## src/rtl/rombank_pkg.sv

```systemverilog
`timescale 1ns/1ps
package rombank_pkg;

  typedef enum logic [1:0] {
    ST_IDLE = 2'd0,
    ST_HOLD = 2'd1,
    ST_ACC  = 2'd2
  } rd_state_e;

  // access time from stable address / chip enable, in ns, per speed grade
  function automatic int unsigned grade_acc_ns(input int unsigned grade);
    case (grade)
      0:       return 200;
      1:       return 250;
      default: return 300;
    endcase
  endfunction

  // worst-case output float time after enable release, in ns, per grade
  function automatic int unsigned grade_float_ns(input int unsigned grade);
    case (grade)
      0:       return 50;
      1:       return 60;
      default: return 105;
    endcase
  endfunction

  // round a time in ns up to whole clock cycles, at least one
  function automatic int unsigned ns_to_cycles(input int unsigned ns,
                                               input int unsigned clk_ps);
    int unsigned c;
    c = (ns * 1000 + clk_ps - 1) / clk_ps;
    return (c == 0) ? 1 : c;
  endfunction

endpackage

```

## src/rtl/rombank_bank_dec.sv

```systemverilog
`timescale 1ns/1ps
module rombank_bank_dec #(
  parameter int NBANK  = 4,
  parameter int BANK_W = 2
) (
  input  logic [BANK_W-1:0] bank,
  output logic [NBANK-1:0]  sel
);
  for (genvar i = 0; i < NBANK; i++) begin : g_sel
    assign sel[i] = (bank == BANK_W'(i));
  end
endmodule

```

## src/rtl/rombank_wait_ctr.sv

```systemverilog
`timescale 1ns/1ps
module rombank_wait_ctr #(
  parameter int ACC_CYC = 25
) (
  input  logic clk,
  input  logic rst,
  input  logic clr,
  input  logic run,
  output logic last
);
  localparam int CW = $clog2(ACC_CYC + 1);

  logic [CW-1:0] cnt;

  always_ff @(posedge clk) begin
    if (rst)                cnt <= '0;
    else if (clr)           cnt <= CW'(1);
    else if (run && !last)  cnt <= cnt + CW'(1);
  end

  assign last = (cnt == CW'(ACC_CYC));
endmodule

```

## src/rtl/rombank_float_tmr.sv

```systemverilog
`timescale 1ns/1ps
module rombank_float_tmr #(
  parameter int FLT_CYC = 7
) (
  input  logic clk,
  input  logic rst,
  input  logic load,
  output logic busy
);
  localparam int FW = $clog2(FLT_CYC + 1);

  logic [FW-1:0] cnt;

  // loaded with FLT_CYC-1 so that busy drops on the edge FLT_CYC after release
  always_ff @(posedge clk) begin
    if (rst)               cnt <= '0;
    else if (load)         cnt <= FW'(FLT_CYC - 1);
    else if (cnt != '0)    cnt <= cnt - FW'(1);
  end

  assign busy = (cnt != '0);
endmodule

```

## src/rtl/rombank_rd_ctrl.sv

```systemverilog
`timescale 1ns/1ps
module rombank_rd_ctrl #(
  parameter int NBANK       = 4,
  parameter int BANK_ADDR_W = 13,
  parameter int DATA_W      = 8,
  parameter int CLK_PS      = 8000,
  parameter int SPEED_GRADE = 0,
  localparam int BANK_W     = (NBANK > 1) ? $clog2(NBANK) : 1,
  localparam int HOST_W     = BANK_W + BANK_ADDR_W
) (
  input  logic                   clk,
  input  logic                   rst,
  input  logic                   rd_req,
  input  logic [HOST_W-1:0]      rd_addr,
  output logic [DATA_W-1:0]      rd_data,
  output logic                   rd_done,
  output logic [NBANK-1:0]       mem_ce_n,
  output logic                   mem_oe_n,
  output logic [BANK_ADDR_W-1:0] mem_addr,
  input  logic [DATA_W-1:0]      mem_dq
);
  import rombank_pkg::*;

  localparam int ACC_CYC = ns_to_cycles(grade_acc_ns(SPEED_GRADE), CLK_PS);
  localparam int FLT_CYC = ns_to_cycles(grade_float_ns(SPEED_GRADE), CLK_PS);

  rd_state_e         state;
  logic [HOST_W-1:0] pend_addr;
  logic [BANK_W-1:0] last_bank;
  logic [BANK_W-1:0] go_bank;
  logic [NBANK-1:0]  go_sel;
  logic [HOST_W-1:0] go_addr;
  logic              start;
  logic              finish;
  logic              acc_last;
  logic              flt_busy;
  logic              req_blocked;

  // the address a starting access uses: fresh from the host or held over a gap
  assign go_addr     = (state == ST_HOLD) ? pend_addr : rd_addr;
  assign go_bank     = go_addr[HOST_W-1 -: BANK_W];
  assign req_blocked = flt_busy && (rd_addr[HOST_W-1 -: BANK_W] != last_bank);

  always_comb begin
    start = 1'b0;
    case (state)
      ST_IDLE: start = rd_req && !req_blocked;
      ST_HOLD: start = !flt_busy;
      default: start = 1'b0;
    endcase
  end

  assign finish = (state == ST_ACC) && acc_last;

  rombank_bank_dec #(.NBANK(NBANK), .BANK_W(BANK_W)) u_dec (
    .bank (go_bank),
    .sel  (go_sel)
  );

  rombank_wait_ctr #(.ACC_CYC(ACC_CYC)) u_wait (
    .clk  (clk),
    .rst  (rst),
    .clr  (start),
    .run  (state == ST_ACC),
    .last (acc_last)
  );

  rombank_float_tmr #(.FLT_CYC(FLT_CYC)) u_float (
    .clk  (clk),
    .rst  (rst),
    .load (finish),
    .busy (flt_busy)
  );

  always_ff @(posedge clk) begin
    if (rst) begin
      state     <= ST_IDLE;
      pend_addr <= '0;
      last_bank <= '0;
      mem_ce_n  <= '1;
      mem_oe_n  <= 1'b1;
      mem_addr  <= '0;
      rd_data   <= '0;
      rd_done   <= 1'b0;
    end else begin
      rd_done <= 1'b0;
      if (state == ST_IDLE && rd_req && req_blocked) begin
        pend_addr <= rd_addr;
        state     <= ST_HOLD;
      end
      if (start) begin
        mem_addr  <= go_addr[BANK_ADDR_W-1:0];
        mem_ce_n  <= ~go_sel;
        mem_oe_n  <= 1'b0;
        last_bank <= go_bank;
        state     <= ST_ACC;
      end
      if (finish) begin
        rd_data  <= mem_dq;
        rd_done  <= 1'b1;
        mem_ce_n <= '1;
        mem_oe_n <= 1'b1;
        state    <= ST_IDLE;
      end
    end
  end

endmodule

```

## config.mk

```make
export PLATFORM = sky130hd
export DESIGN_NAME = rombank_rd_ctrl
export DESIGN_NICKNAME = d
export VERILOG_FILES = /design/src/rtl/rombank_pkg.sv /design/src/rtl/rombank_bank_dec.sv /design/src/rtl/rombank_wait_ctr.sv /design/src/rtl/rombank_float_tmr.sv /design/src/rtl/rombank_rd_ctrl.sv
export SDC_FILE = /design/constraint.sdc
export NUM_CORES = 1
export LEC_CHECK = 0
export BUFFER_PORTS_ARGS = -buffer_cell sky130_fd_sc_hd__buf_4
export CELL_PAD_IN_SITES_DETAIL_PLACEMENT = 0
export CELL_PAD_IN_SITES_GLOBAL_PLACEMENT = 2
export CORE_MARGIN = 4
export CORE_UTILIZATION = 34
export DETAILED_ROUTE_END_ITERATION = 6
export PLACE_DENSITY = 0.82
export SYNTH_ARGS = -nofsm -noshare
export SYNTH_HDL_FRONTEND = slang
export SYNTH_SLANG_ARGS = --single-unit
```

## constraint.sdc

```tcl
create_clock -name clk -period 3.43 [get_ports clk]
set_input_delay 0.686 -clock clk [delete_from_list [all_inputs] [get_ports clk]]
set_output_delay 0.686 -clock clk [all_outputs]
set_load 0.01 [all_outputs]
```

==> qor.csv, run 1 <==
stage;metric;value;unit
status;outcome;completed;
sta;Slew HR;46.4;%
floorplanning;initial core utilization;35.9;%
yosys;Seq/Total Area, Yosys;46.3;%
placed_design;Port Buffer Count;52;
floorplanning;Core Area;6490;um2
detailed_routing;Routed WL per cell;14.5;um
yosys;Synth Area in Simple Gates;13.0;%
clock_tree;Root Buffer;clkbuf_8;
hold_path;Worst Hold Class;flop to flop;
placed_design;final RePlAce weighted congestion;0.748;
floorplanning;# IOs;53;
detailed_routing;Pre-antenna DRT Iters;4;
finish;Sequential cell area;1080;um2
setup_path;critical path class;flop to flop;
finish;most frequent cells in the layout;buf_4, dfxtp_1, mux2i_1;
finish;ANT cells;0;
yosys;ys async rst share;0;%
global_route;largest net degree at the start of global routing;48;
clock_tree;Num CTS Buffers;5;
setup_path;critical path launch point type;flop;
floorplanning;total die area;8250;um2
sta;Peak Freq;435;MHz
yosys;Syn Nets;281;
detailed_routing;via/cell ratio;5.10;
sta;slew at the pin closest to its max-slew limit;0.804;ns
finish;commonest non-fill, non-tap cell in the layout;buf_4;
setup_path;worst-path fanout max;9;
yosys;post-synthesis cell type count;38;
power_and_ir_drop;VDD IR max;0.000218;V
detailed_routing;Post-Route WL;5.39;mm
setup_path;Worst R2R Start;u_float.cnt[0];
setup_path;cells along the critical path;nor2_1, ha_1, mux2i_1, nor2_1, nand2_1, a211o_1;
clock_tree;clk buf depth;2;
clock_tree;# H-tree levels;2;
finish;share of cells above drive strength 1;22.7;%
setup_path;Critical Path Most Common Cell;nor2_1;
hold_path;Hold Startpoint;rd_data[2];
yosys;Synth Area in XOR/XNOR;2.63;%
clock_tree;# hold bufs at CTS;0;
finish;NumNets Final;324;
clock_tree;CTS tree;yes;
floorplanning;Chip Height;90.8;um
clock_tree;later-pin clock latency in the skew report;0.30;ns
power_and_ir_drop;Leak;1.33;nW
global_route;first-pass GRT wire length;9.33;mm
global_route;GRT Residual Overflow;0;
yosys;share of the synthesized area in the top cell type;46.3;%
yosys;Post-Syn Instances;251;
finish;synth-to-layout area growth;22.1;%
clock_tree;Post-CTS Setup Inserts;0;
global_route;GRT Util Overall;13.7;%
flow_run;MaxCap Viol Count;0;
detailed_routing;# DRC;0;
detailed_routing;ANT nets after route;0;
sta;final slew viol count;0;
power_and_ir_drop;Pwr Total;1.53;mW
placed_design;DPL Wire Length;3.65;mm
detailed_routing;DR vias;1896;
setup_path;Worst setup startpoint;u_float.cnt[0];
yosys;Compound-Gate Fraction of Synth Area;16.6;%
sta;RSZ-0062 raised after global routing;no;
finish;filler cell count;645;
sta;worst hold slack;0.458;ns
global_route;vias in the first global route;1894;
yosys;prevailing post-synth register cell;dfxtp_1;
yosys;synthesis-stage register bit count;54;
setup_path;crit-path max cell delay;0.60;ns
yosys;post-synthesis mux area share;13.3;%
finish;Final Util;43.9;%
setup_path;CP required;3.63;ns
clock_tree;Resize count post-CTS;0;
sta;Setup TNS;0;ns
sta;clock skew;0.00289;ns
setup_path;slowest CP cell;nor2_1;
setup_path;critical path arrival;2.50;ns
floorplanning;Die Width;90.8;um
yosys;Avg Inst Size Synth;9.30;um2
finish;area of the multi-input gates;1110;um2
sta;Final Cycle Share;67.0;%
sta;minimum clock period;2.30;ns
sta;final setup fails;0;
yosys;leading area contributor after synthesis;dfxtp_1;
setup_path;crit end category;flop;
yosys;Cell Area, Synth;2330;um2
power_and_ir_drop;Power Density;537;nW/um2
clock_tree;Clock transition at path regs;0.09;ns
yosys;largest family of logic cells by synthesized area;compound AO/OA/AOI/OAI gates;
yosys;Post-synth EDFFs;0;
yosys;Synthesis Warnings;0;
placed_design;pre-CTS setup slack;1.11;ns
sta;final worst slack;1.13;ns
global_route;initial antenna violation count;0;
sta;Final Hold Viols;0;
clock_tree;clk sinks;54;
detailed_routing;DRT iter0 DRCs;69;
floorplanning;Placement Rows;29;
yosys;synth top area cells;dfxtp_1, mux2i_1, a21oi_1;
yosys;adder and majority cell fraction of the synthesized area;2.14;%
-- logic make-up after synthesis --
logic type / count (synthesis)
AND/OR/NAND/NOR: 67
AO/OA/AOI/OAI: 60
flip-flops: 54
multiplexers: 31
buffers and inverters: 28
XOR/XNOR: 7
adder cells (fa/ha/maj): 4
-- stage by stage --
stage                     cell area (um2)  cells
final                                2850    372
after global routing                 2850    372
after CTS                            2850    372
after detailed placement             2740    364
after global placement               2740    364
after floorplan                      2330    251
-- final cells by class --
class / count / share of cell area, %
Multi-Input combinational cell: 169 / 39.0
Timing Repair Buffer: 56 / 14.7
Tap cell: 77 / 3.38
Inverter: 8 / 1.05
Sequential cell: 54 / 37.9
Clock buffer: 8 / 3.86
-- worst max-delay path, delay by kind of cell (launching register included) --
kind	cells	cell delay [ns]
muxes	1	0.14
AOI/OAI and AO/OA	1	0.34
DFF	1	0.34
and+or+nand+nor	3	1.02
adders and majority gates	1	0.36
-- flip-flops by register name, indices dropped and copies added, names as in the netlist --
register     cells
last_bank        2
mem_addr        13
mem_ce_n         4
mem_oe_n         1
pend_addr       15
rd_data          8
rd_done          1
state            2
u_float.cnt      3
u_wait.cnt       5
-- synthesized netlist by cell type, types with 2 or more instances --
cell      count
nand4_1       4
dfxtp_1      54
o21ai_0       4
nand2b_1      3
nor2_1       26
nand3_1       3
nand2_1      18
a21oi_1      29
mux2i_1      31
a211oi_1     14
xor2_1        4
ha_1          4
xnor2_1       3
a31oi_1       3
buf_2         9
clkbuf_1      8
o32ai_1       2
nor3_1        5
inv_1         8
-- path summary, 6_finish.rpt --
| check | to | cells past startpoint | slack, ns |
|---|---|---|---|
| setup / recovery | mem_ce_n[3] | 6 | 1.13 |
| hold / removal | rd_data[2] | 2 | 0.46 |
| setup reg to reg | mem_ce_n[3] | 6 | 1.13 |
| hold reg to reg | rd_data[2] | 2 | 0.46 |
-- routing by layer --
metal / share of wire [%] / global-route usage [%] / wire, um / vias to the layer above
li1: - / - / - / 963
met1: 47 / 17.9 / 2540 / 888
met2: 46 / 21.9 / 2470 / 39
met3: 5.9 / 4.25 / 318 / 6
met4: 1.1 / 3.77 / 59 / 0
met5: 0 / 0 / 0 / -
-- where the power goes --
group	internal, mW	leakage (nW)	total [mW]	switching (mW)
logic	0.178	0.837	0.394	0.216
clock network	0.204	0.0575	0.403	0.198
registers	0.691	0.441	0.735	0.0440
total	1.07	1.33	1.53	0.459
Note: power is estimated with default switching activity, not from simulation.
==> inputs of run 2 (changes only) <==
Settings changed: ABC_AREA set to 1, CORE_UTILIZATION 34 to 29, PLACE_DENSITY 0.82 to 0.79.
Clock period 3.43 ns to 2.3 ns, I/O delays scaled along.
==> run 2 against run 1 <==
  * Highest routed layer unchanged
  * First-iteration DRC count rose by 23%
  * Global-route usage fell by 1.5 points
  * Clock power rose by 57%
  * Flip-flop and latch count did not move
==> qor.csv, run 2 <==
stage;metric;value;unit;change
status;outcome;completed;;unchanged
floorplanning;Chip Height;103;um;was 90.8 um
yosys;prevailing post-synth register cell;dfxtp_1;;unchanged
finish;Largest regs;pend_addr: 15 flops, mem_addr: 13 flops, rd_data: 8 flops;;unchanged
power_and_ir_drop;Gate power share;45.0;%;was 25.7%
setup_path;reg2reg path depth;7;;was 6
yosys;Seq/Total Area, Yosys;41.5;%;was 46.3%
setup_path;worst-path fanout max;16;;was 9
detailed_routing;# DRC;0;;unchanged
clock_tree;clk buf depth;2;;unchanged
sta;Peak Freq;518;MHz;was 435 MHz
hold_path;Worst Hold Class;primary input to flop;;was flop to flop
setup_path;Worst R2R Start;u_float.cnt[0];;unchanged
global_route;vias in the first global route;2298;;was 1,894
yosys;Post-synth EDFFs;0;;unchanged
setup_path;CP required;2.49;ns;was 3.63 ns
clock_tree;# H-tree levels;2;;unchanged
clock_tree;CTS tree;yes;;unchanged
floorplanning;initial core utilization;29.9;%;was 35.9%
power_and_ir_drop;VDD IR max;0.000456;V;was 0.000218 V
sta;Slew HR;59.0;%;was 46.4%
finish;Largest Register;pend_addr;;unchanged
placed_design;Port Buffer Count;52;;unchanged
placed_design;DPL Wire Length;4.35;mm;was 3.65 mm
detailed_routing;Routed WL per cell;11.0;um;was 14.5 um
yosys;synth top area cells;dfxtp_1, nand2_1, nand3_1;;was dfxtp_1, mux2i_1, a21oi_1
floorplanning;total die area;10600;um2;was 8250 um2
finish;ANT cells;0;;unchanged
sta;final setup fails;0;;unchanged
yosys;leading area contributor after synthesis;dfxtp_1;;unchanged
sta;worst hold slack;0.339;ns;was 0.458 ns
clock_tree;# hold bufs at CTS;0;;unchanged
yosys;Post-Syn Instances;404;;was 251
setup_path;critical path launch point type;flop;;unchanged
finish;synth-to-layout area growth;21.7;%;was 22.1%
floorplanning;# IOs;53;;unchanged
sta;Setup TNS;0;ns;unchanged
clock_tree;Num CTS Buffers;5;;unchanged
sta;Final Hold Viols;0;;unchanged
sta;final slew viol count;0;;unchanged
global_route;initial antenna violation count;0;;unchanged
detailed_routing;Pre-antenna DRT Iters;4;;unchanged
yosys;leading cell types by count after synthesis;nand2_1, dfxtp_1, nor2_1;;was dfxtp_1, mux2i_1, a21oi_1
power_and_ir_drop;Leak;1.66;nW;was 1.33 nW
clock_tree;clk sinks;54;;unchanged
power_and_ir_drop;Sequential Power Share;37.7;%;was 48.0%
yosys;Synthesis Warnings;0;;unchanged
yosys;Cell Area, Synth;2610;um2;was 2330 um2
flow_run;MaxCap Viol Count;0;;unchanged
clock_tree;Post-CTS Setup Inserts;0;;unchanged
yosys;ys async rst share;0;%;unchanged
clock_tree;later-pin clock latency in the skew report;0.30;ns;about the same
finish;commonest non-fill, non-tap cell in the layout;nand2_1;;was buf_4
finish;max FFs per register;15;;unchanged
power_and_ir_drop;Power Density;1150;nW/um2;was 537 nW/um2
power_and_ir_drop;NetSw;1.48;mW;was 0.459 mW
floorplanning;Placement Rows;34;;was 29
detailed_routing;ANT nets after route;0;;unchanged
detailed_routing;DR vias;2437;;was 1,896
setup_path;Worst setup startpoint;u_float.cnt[0];;unchanged
power_and_ir_drop;clock group share of total power;17.3;%;was 26.3%
yosys;Syn Nets;434;;was 281
hold_path;hold depth;3;;was 2
clock_tree;Clock transition at path regs;0.10;ns;was 0.09 ns
yosys;post-synthesis cell type count;21;;was 38
setup_path;critical path class;flop to flop;;unchanged
finish;NumNets Final;481;;was 324
hold_path;Hold Startpoint;mem_dq[1];;was rd_data[2]
finish;share of cells above drive strength 1;16.6;%;was 22.7%
floorplanning;Core Area;8720;um2;was 6490 um2
finish;filler cell count;972;;was 645
clock_tree;Root Buffer;clkbuf_8;;unchanged
placed_design;final RePlAce weighted congestion;0.729;;was 0.748
yosys;share of the synthesized area in the top cell type;41.5;%;was 46.3%
sta;Final Cycle Share;84.0;%;was 67.0%
yosys;Avg Inst Size Synth;6.45;um2;was 9.30 um2
setup_path;crit end category;flop;;unchanged
power_and_ir_drop;Int Pwr;2.18;mW;was 1.07 mW
detailed_routing;DRT iter0 DRCs;85;;was 69
sta;clock skew;0.0119;ns;was 0.00289 ns
yosys;synthesis-stage register bit count;54;;unchanged
setup_path;critical path arrival;2.12;ns;was 2.50 ns
global_route;GRT Util Overall;12.3;%;was 13.7%
global_route;first-pass GRT wire length;10.5;mm;was 9.33 mm
sta;RSZ-0062 raised after global routing;no;;unchanged
floorplanning;Die Width;103;um;was 90.8 um
global_route;GRT Residual Overflow;0;;unchanged
sta;minimum clock period;1.93;ns;was 2.30 ns
power_and_ir_drop;Net Sw Frac;40.4;%;was 29.9%
detailed_routing;Post-Route WL;6.15;mm;was 5.39 mm
finish;most frequent cells in the layout;nand2_1, buf_4, dfxtp_1;;was buf_4, dfxtp_1, mux2i_1
detailed_routing;via/cell ratio;4.35;;was 5.10
yosys;most frequent cell after synthesis;nand2_1;;was dfxtp_1
global_route;largest net degree at the start of global routing;22;;was 48
sta;slew at the pin closest to its max-slew limit;0.615;ns;was 0.804 ns
clock_tree;Resize count post-CTS;0;;unchanged
-- run 2: worst max-delay path, cell delays in order, from the launching register on --
cell	delay (ns)
dfxtp_1	0.33
nor2_1	0.14
ha_1	0.27
nand3_1	0.11
o21ai_2	0.26
nand2_1	0.41
nand2_1	0.23
nor2_1	0.07
-- run 2: final cells by class --
class                           count  area, um2  area share, %
Multi-Input combinational cell    280       1210           38.1
Sequential cell                    54       1080           34.1
Timing Repair Buffer               60        450           14.2
Inverter                           50        188           5.91
Tap cell                          108        135           4.26
Clock buffer                        5       68.8           2.17
Clock inverter                      3       40.0           1.26
-- run 2: worst paths after layout --
check             slack [ns]            end
setup / recovery        0.37  u_wait.cnt[3]
hold / removal          0.34     rd_data[1]
hold reg to reg         0.46     rd_data[5]
setup reg to reg        0.37  u_wait.cnt[3]
-- run 2: power groups by stage --
| stage | Clock (mW) | Combinational (mW) | Sequential, mW |
|---|---|---|---|
| after floorplan | 0 | 1.13 | 1.44 |
| after global placement | 0 | 1.66 | 1.40 |
| after detailed placement | 0 | 1.68 | 1.40 |
| after CTS | 0.663 | 1.68 | 1.38 |
| after global routing | 0.701 | 1.92 | 1.42 |
| final | 0.633 | 1.64 | 1.38 |
-- run 2: through the flow --
stage / util (%) / instance area, um2 / power (mW) / instances / setup slack [ns]
after floorplan: - / 2610 / 2.57 / 404 / 0.939
after global placement: 35.1 / 3060 / 3.06 / 552 / 0.330
after detailed placement: 35.1 / 3060 / 3.08 / 552 / 0.292
after CTS: 36.4 / 3170 / 3.73 / 560 / 0.309
after global routing: 36.4 / 3170 / 4.04 / 560 / 0.137
final: 36.4 / 3170 / 3.66 / 560 / 0.368
-- run 2: cell families (layout without fill, tap and decap cells) --
kind of cell / after synthesis / count (layout) / synth area share [%]
and+or+nand+nor: 248 / 248 / 38.7
DFF: 54 / 54 / 41.5
AOI/OAI and AO/OA: 27 / 27 / 5.42
xor gates and xnor gates: 1 / 1 / 0.336
adders and majority gates: 4 / 4 / 1.92
buffers and inverters: 70 / 118 / 12.1
-- run 2: layer usage --
metal	up-vias	track usage, %	routed length, um
li1	1327	-	-
met1	1077	15.5	2890
met2	29	21.6	3020
met3	4	2.37	203
met4	0	2.69	40
met5	-	0	0
